File: src/rtl/xtx_pkg.sv
package xtx_pkg;
  localparam int LANES  = 4;
  localparam int DATA_W = 8 * LANES;

  localparam logic [7:0] CH_IDLE  = 8'h07;
  localparam logic [7:0] CH_START = 8'hFB;
  localparam logic [7:0] CH_TERM  = 8'hFD;
  localparam logic [7:0] CH_PRE   = 8'h55;
  localparam logic [7:0] CH_SFD   = 8'hD5;

  localparam logic [DATA_W-1:0] IDLE_WORD  = {LANES{CH_IDLE}};
  localparam logic [LANES-1:0]  IDLE_CTL   = {LANES{1'b1}};
  localparam logic [DATA_W-1:0] START_WORD = {{(LANES-1){CH_PRE}}, CH_START};
  localparam logic [LANES-1:0]  START_CTL  = LANES'(1);
  localparam logic [DATA_W-1:0] SFD_WORD   = {CH_SFD, {(LANES-1){CH_PRE}}};

  typedef enum logic [2:0] {
    ST_IDLE,
    ST_PRE1,
    ST_PRE2,
    ST_DATA,
    ST_DONE
  } xtx_state_e;
endpackage

File: src/rtl/xtx_pace.sv
module xtx_pace #(
  parameter int TS_W = 64
) (
  input  logic            clk,
  input  logic            rst_n,
  input  logic            fast,
  input  logic [TS_W-1:0] ts,
  output logic [TS_W-1:0] elapsed,
  output logic            go
);
  logic [TS_W-1:0] tick_q, tick_d;

  always_comb tick_d = tick_q + TS_W'(1);

  always_ff @(posedge clk or negedge rst_n) begin
    if (!rst_n) tick_q <= '0;
    else        tick_q <= tick_d;
  end

  assign elapsed = tick_q;
  assign go      = fast | (tick_q >= ts);
endmodule

File: src/rtl/xtx_lane_fmt.sv
module xtx_lane_fmt
  import xtx_pkg::*;
#(
  parameter int LEN_W = 16
) (
  input  logic [LEN_W-1:0]  rem,
  input  logic [DATA_W-1:0] word,
  output logic [DATA_W-1:0] data,
  output logic [LANES-1:0]  ctl,
  output logic              last
);
  logic tail;
  assign tail = rem < LEN_W'(LANES);
  assign last = tail;

  for (genvar i = 0; i < LANES; i++) begin : g_lane
    logic [7:0] lane_d;
    logic       lane_c;
    always_comb begin
      if (!tail || (LEN_W'(i) < rem)) begin
        lane_d = word[8*i +: 8];
        lane_c = 1'b0;
      end else if (LEN_W'(i) == rem) begin
        lane_d = CH_TERM;
        lane_c = 1'b1;
      end else begin
        lane_d = CH_IDLE;
        lane_c = 1'b1;
      end
    end
    assign data[8*i +: 8] = lane_d;
    assign ctl[i]         = lane_c;
  end
endmodule

File: src/rtl/xgmii_frame_tx.sv
module xgmii_frame_tx
  import xtx_pkg::*;
#(
  parameter int LEN_W = 16,
  parameter int TS_W  = 64,
  parameter int CNT_W = 16
) (
  input  logic              clk,
  input  logic              rst_n,
  input  logic              fast_mode,
  input  logic              in_valid,
  output logic              in_ready,
  input  logic [DATA_W-1:0] in_data,
  input  logic [LEN_W-1:0]  in_len,
  input  logic [TS_W-1:0]   in_ts,
  input  logic              in_eos,
  output logic [DATA_W-1:0] xgmii_d,
  output logic [LANES-1:0]  xgmii_c,
  output logic              done,
  output logic              err,
  output logic [CNT_W-1:0]  tx_count
);
  xtx_state_e        st_q, st_d;
  logic [LEN_W-1:0]  rem_q, rem_d;
  logic [CNT_W-1:0]  cnt_q, cnt_d;
  logic              err_q, err_d;
  logic [DATA_W-1:0] od_q, od_d;
  logic [LANES-1:0]  oc_q, oc_d;

  logic [TS_W-1:0]   elapsed;
  logic              go;
  logic [DATA_W-1:0] fmt_d;
  logic [LANES-1:0]  fmt_c;
  logic              fmt_last;
  logic              need_word;

  xtx_pace #(.TS_W(TS_W)) u_pace (
    .clk     (clk),
    .rst_n   (rst_n),
    .fast    (fast_mode),
    .ts      (in_ts),
    .elapsed (elapsed),
    .go      (go)
  );

  xtx_lane_fmt #(.LEN_W(LEN_W)) u_fmt (
    .rem  (rem_q),
    .word (in_data),
    .data (fmt_d),
    .ctl  (fmt_c),
    .last (fmt_last)
  );

  assign need_word = (rem_q != '0);
  assign in_ready  = (st_q == ST_DATA) && need_word;

  always_comb begin
    st_d  = st_q;
    rem_d = rem_q;
    cnt_d = cnt_q;
    err_d = err_q;
    od_d  = IDLE_WORD;
    oc_d  = IDLE_CTL;
    unique case (st_q)
      ST_IDLE: begin
        if (in_valid && go) begin
          st_d  = ST_PRE1;
          rem_d = in_len;
        end else if (!in_valid && in_eos) begin
          st_d = ST_DONE;
        end
      end
      ST_PRE1: begin
        od_d = START_WORD;
        oc_d = START_CTL;
        st_d = ST_PRE2;
      end
      ST_PRE2: begin
        od_d = SFD_WORD;
        oc_d = '0;
        st_d = ST_DATA;
      end
      ST_DATA: begin
        if (need_word && !in_valid) begin
          err_d = 1'b1;
        end else begin
          od_d = fmt_d;
          oc_d = fmt_c;
          if (fmt_last) begin
            st_d  = ST_IDLE;
            cnt_d = cnt_q + CNT_W'(1);
          end else begin
            rem_d = rem_q - LEN_W'(LANES);
          end
        end
      end
      ST_DONE: ;
      default: st_d = ST_IDLE;
    endcase
  end

  always_ff @(posedge clk or negedge rst_n) begin
    if (!rst_n) begin
      st_q  <= ST_IDLE;
      rem_q <= '0;
      cnt_q <= '0;
      err_q <= 1'b0;
      od_q  <= IDLE_WORD;
      oc_q  <= IDLE_CTL;
    end else begin
      st_q  <= st_d;
      rem_q <= rem_d;
      cnt_q <= cnt_d;
      err_q <= err_d;
      od_q  <= od_d;
      oc_q  <= oc_d;
    end
  end

  assign xgmii_d  = od_q;
  assign xgmii_c  = oc_q;
  assign done     = (st_q == ST_DONE);
  assign err      = err_q;
  assign tx_count = cnt_q;


  start_then_sfd_chk: assert property (@(posedge clk) disable iff (!rst_n)
    (xgmii_c == START_CTL && xgmii_d == START_WORD) |=> (xgmii_c == '0 && xgmii_d == SFD_WORD));


  term_then_idle_chk: assert property (@(posedge clk) disable iff (!rst_n)
    ((xgmii_c inside {4'h8, 4'hC, 4'hE}) || (xgmii_c == 4'hF && xgmii_d[7:0] == CH_TERM))
    |=> (xgmii_c == IDLE_CTL && xgmii_d == IDLE_WORD));


  pace_gate_chk: assert property (@(posedge clk) disable iff (!rst_n)
    (st_q == ST_PRE1) |-> $past(fast_mode || (elapsed >= in_ts)));


  done_hold_chk: assert property (@(posedge clk) disable iff (!rst_n)
    done |=> (done && xgmii_d == IDLE_WORD && xgmii_c == IDLE_CTL));


  starve_flag_chk: assert property (@(posedge clk) disable iff (!rst_n)
    (in_ready && !in_valid) |=> (err && xgmii_c == IDLE_CTL));


  err_sticky_chk: assert property (@(posedge clk) disable iff (!rst_n)
    err |=> err);
endmodule

File: config.mk
export PLATFORM = sky130hd
export DESIGN_NAME = xgmii_frame_tx
export DESIGN_NICKNAME = d
export VERILOG_FILES = /design/src/rtl/xtx_pkg.sv /design/src/rtl/xtx_pace.sv /design/src/rtl/xtx_lane_fmt.sv /design/src/rtl/xgmii_frame_tx.sv
export SDC_FILE = /design/constraint.sdc
export NUM_CORES = 1
export LEC_CHECK = 0
export BUFFER_PORTS_ARGS = -buffer_cell sky130_fd_sc_hd__buf_2
export CAP_MARGIN = 20
export CORE_MARGIN = 2
export CORE_UTILIZATION = 40
export DETAILED_ROUTE_END_ITERATION = 12
export GPL_ROUTABILITY_DRIVEN = 0
export SYNTH_ARGS = -nofsm -noshare
export SYNTH_HDL_FRONTEND = slang
export SYNTH_SLANG_ARGS = --single-unit
File: constraint.sdc
create_clock -name clk -period 7.5 [get_ports clk]
set_input_delay 1.5 -clock clk [delete_from_list [all_inputs] [get_ports clk]]
set_output_delay 1.5 -clock clk [all_outputs]
set_load 0.02 [all_outputs]
==> flow_summary_export.csv <==
group,metric,value,unit
outcome,status,"finished clean",
critical_path,crit_type,"input pin to flop",
global_route,grt_antenna_before_repair,0,
timing,fin_crit_sh,0.578,
placed_design,dp_hpwl,14.2,mm
timing,fin_skew,0.00990,ns
synthesis,synth.largest_area_cell,"dfrtp_1",
pwr,power.leakage,4.76,nW
timing,min_period,4.34,ns
synthesis,seq_area_frac_synth,0.445,
hold_path,min_from,"err$_DFFE_PN0P_",
critical_path,startpoint_type,"input pin",
critical_path,cp_data_arrival_time,4.60,ns
layout,area_delta_synth_final,21.8,%
pwr,seqPwrFrac,0.448,
floorplanning,die_h,143,um
timing,hold_viol_final,0,
route,route.detailed.drc,0,
cts,cts_inserted_buffers,17,
layout,nets,1165,
timing,setup_viol,0,
floorplanning,die-area,20400,um^2
pwr,power_density,183,nW/um^2
route,drt-total-wl,18.7,mm
pwr,switchingPower,0.432,mW
route,drt-pass1-iter-count,4,
floorplanning,core,18800,um^2
hold_path,min_to,"err$_DFFE_PN0P_",
synthesis,netlist_area,7700,um^2
job,drv_cap,0,
critical_path,cp.required,7.77,ns
critical_path,r2r_start,"u_pace.elapsed[15]$_DFF_PN0_",
cts,cts.path.max_buffers,2,
floorplanning,rows,50,
critical_path,critPathMaxFanout,14,
route,drt_iter0_drc,309,
timing,worst_pin_slew,0.985,ns
floorplanning,chipWidth,143,um
synthesis,ys_types,58,
timing,fin_hold_ws,0.457,ns
route,routedWlPerCell,15.2,um
placed_design,place_ws,2.72,ns
synthesis,syn_nets,988,
global_route,grt_pass1_vias,6035,
pwr,p_sw_frac,0.252,
global_route,overflow,0,
synthesis,ys.flop_type,"dfrtp_1",
critical_path,endpoint_kind,"flop",
global_route,grt_max_degree,77,
layout,antenna_cells,0,
cts,postCtsHoldBufs,0,
hold_path,hold_depth,1,
timing,rsz0062_at_grt,"false",
floorplanning,ios,172,
cts,cts_root_buffer,"clkbuf_16",
critical_path,r2r_setup_slack,3.91,ns
cts,cts_num_sinks,136,
synthesis,synth-edff-count,0,
floorplanning,start_util,0.410,
pwr,p_int,1.28,mW
pwr,clock_power_share,0.466,
timing,maxSlewHeadroom,0.339,
timing,fin_ws,3.16,ns
cts,cts_tree,"yes",
synthesis,ys_ff_latch,136,
pwr,pwr-share-comb,0.086,
timing,setup-tns-final,0,ns
layout,ff_latch_area,3420,um^2
synthesis,syn_area_per_cell,9.58,um^2
critical_path,r2r-end,"rem_q[13]$_DFFE_PN0P_",
pwr,peakVddDrop,141,uV
cts,path_clk_slew,0.06,ns
placed_design,io_buffers,171,
layout,fin_cells,1227,
synthesis,synthTopCellsByArea,"dfrtp_1, ha_1, xnor2_1",
hold_path,hold_class,"flop to flop",
layout,drive_above_1_share,0.243,
synthesis,synth.most_common_cell,"dfrtp_1",
cts,clk_latency,0.42,ns
critical_path,reg2reg_depth,9,
global_route,grt_pass1_wl,30.5,mm
timing,drv_slew,0,
synthesis,yosys_warnings,0,
placed_design,dpl.cell_count,1195,
cts,post_cts_buffers,0,
layout,multiInputGateArea,3950,um^2
global_route,grt_use_total,0.190,
route,viasPerCell,5.14,
synthesis,synthTopCellsByCount,"dfrtp_1, nand2_1, inv_1",
layout,final.fill_count,1790,
cts,htreeDepth,4,
route,detail-route-antenna-nets,0,
synthesis,synth_top_cell_area_share,0.390,
cts,ctsResizeCount,0,
route,vias,6309,
synthesis,netlist_instances,803,
synthesis,async_flop_share,1.00,
pwr,total_power,1.71,mW
timing,clock.fmax,0.231,GHz
==> layout make-up <==
| type | count | share of cell area |
|---|---|---|
| Clock inverter | 13 | 0.0131 |
| Multi-Input combinational cell | 581 | 0.421 |
| Clock buffer | 19 | 0.0473 |
| Sequential cell | 136 | 0.365 |
| Tap cell | 234 | 0.0312 |
| Timing Repair Buffer | 173 | 0.0936 |
| Inverter | 71 | 0.0284 |
==> power groups by stage <==
stage / Sequential, mW / Clock [mW] / Combinational, mW
2_1_floorplan: 0.793 / 0 / 0.0628
3_3_place_gp: 0.781 / 0 / 0.147
3_5_place_dp: 0.782 / 0 / 0.148
4_1_cts: 0.769 / 0.817 / 0.149
5_1_grt: 0.771 / 0.849 / 0.166
6_report: 0.769 / 0.799 / 0.147
==> per-layer routing <==
metal	track usage	vias to the layer above	part of all wire
met5	0	-	0
met1	0.272	2978	0.49
li1	-	3172	-
met3	0.0309	19	0.037
met2	0.291	140	0.45
met4	0.0662	0	0.017
==> registers in the layout (all words and copies together), names as in the netlist <==
name and flops:
xgmii_d 32, tx_count 16, err 1, rem_q 16
u_pace.elapsed 64, st_q 3, xgmii_c 4
==> placed cells by master (no fill, tap or decap), types with 10 or more instances in the layout <==
master	count
a21oi_1	45
o21ai_0	25
dfstp_2	16
nor3_1	18
and3_1	19
nor2_1	48
o21a_1	10
clkbuf_16	17
or3_1	12
nand3_1	47
dfrtp_1	120
buf_2	170
ha_1	68
nand4_1	34
nand2_1	85
xnor2_1	57
xor2_1	21
inv_1	71
==> kinds of logic after synthesis <==
| group | share of synthesized area |
|---|---|
| AOI/OAI and AO/OA | 0.105 |
| and+or+nand+nor | 0.207 |
| adders and majority gates | 0.111 |
| DFF | 0.445 |
| muxes | 0.00146 |
| xor gates and xnor gates | 0.0888 |
| buffers and inverters | 0.0426 |
==> worst max-delay path, stage by stage <==
cell,delay [ns]
buf_2,0.08
inv_1,0.03
ha_1,0.31
nand4_1,0.17
nor4_1,0.10
a21boi_0,0.13
or4b_4,0.52
a2111oi_4,0.48
o21ai_1,0.43
nor2_2,0.61
o21ai_0,0.21
==> metrics by stage <==
stage | cell area (um^2) | util
floorplan | 7700 | -
global placement | 8800 | 0.469
detailed placement | 8800 | 0.469
CTS | 9370 | 0.499
global route | 9370 | 0.499
finish | 9370 | 0.499
==> worst max-delay path by stage <==
| stage | endpoint | startpoint | cells after the start | slack, ns |
|---|---|---|---|---|
| floorplan | rem_q[11]$_DFFE_PN0P_ | in_ts[1] | 11 | 3.76 |
| global placement | rem_q[11]$_DFFE_PN0P_ | in_ts[15] | 11 | 2.76 |
| detailed placement | rem_q[13]$_DFFE_PN0P_ | in_ts[15] | 11 | 2.72 |
| CTS | rem_q[13]$_DFFE_PN0P_ | in_ts[15] | 11 | 3.14 |
| global route | rem_q[12]$_DFFE_PN0P_ | in_ts[15] | 10 | 2.93 |
| finish | rem_q[13]$_DFFE_PN0P_ | in_ts[15] | 11 | 3.16 |
(Power assumes the default switching activity.)
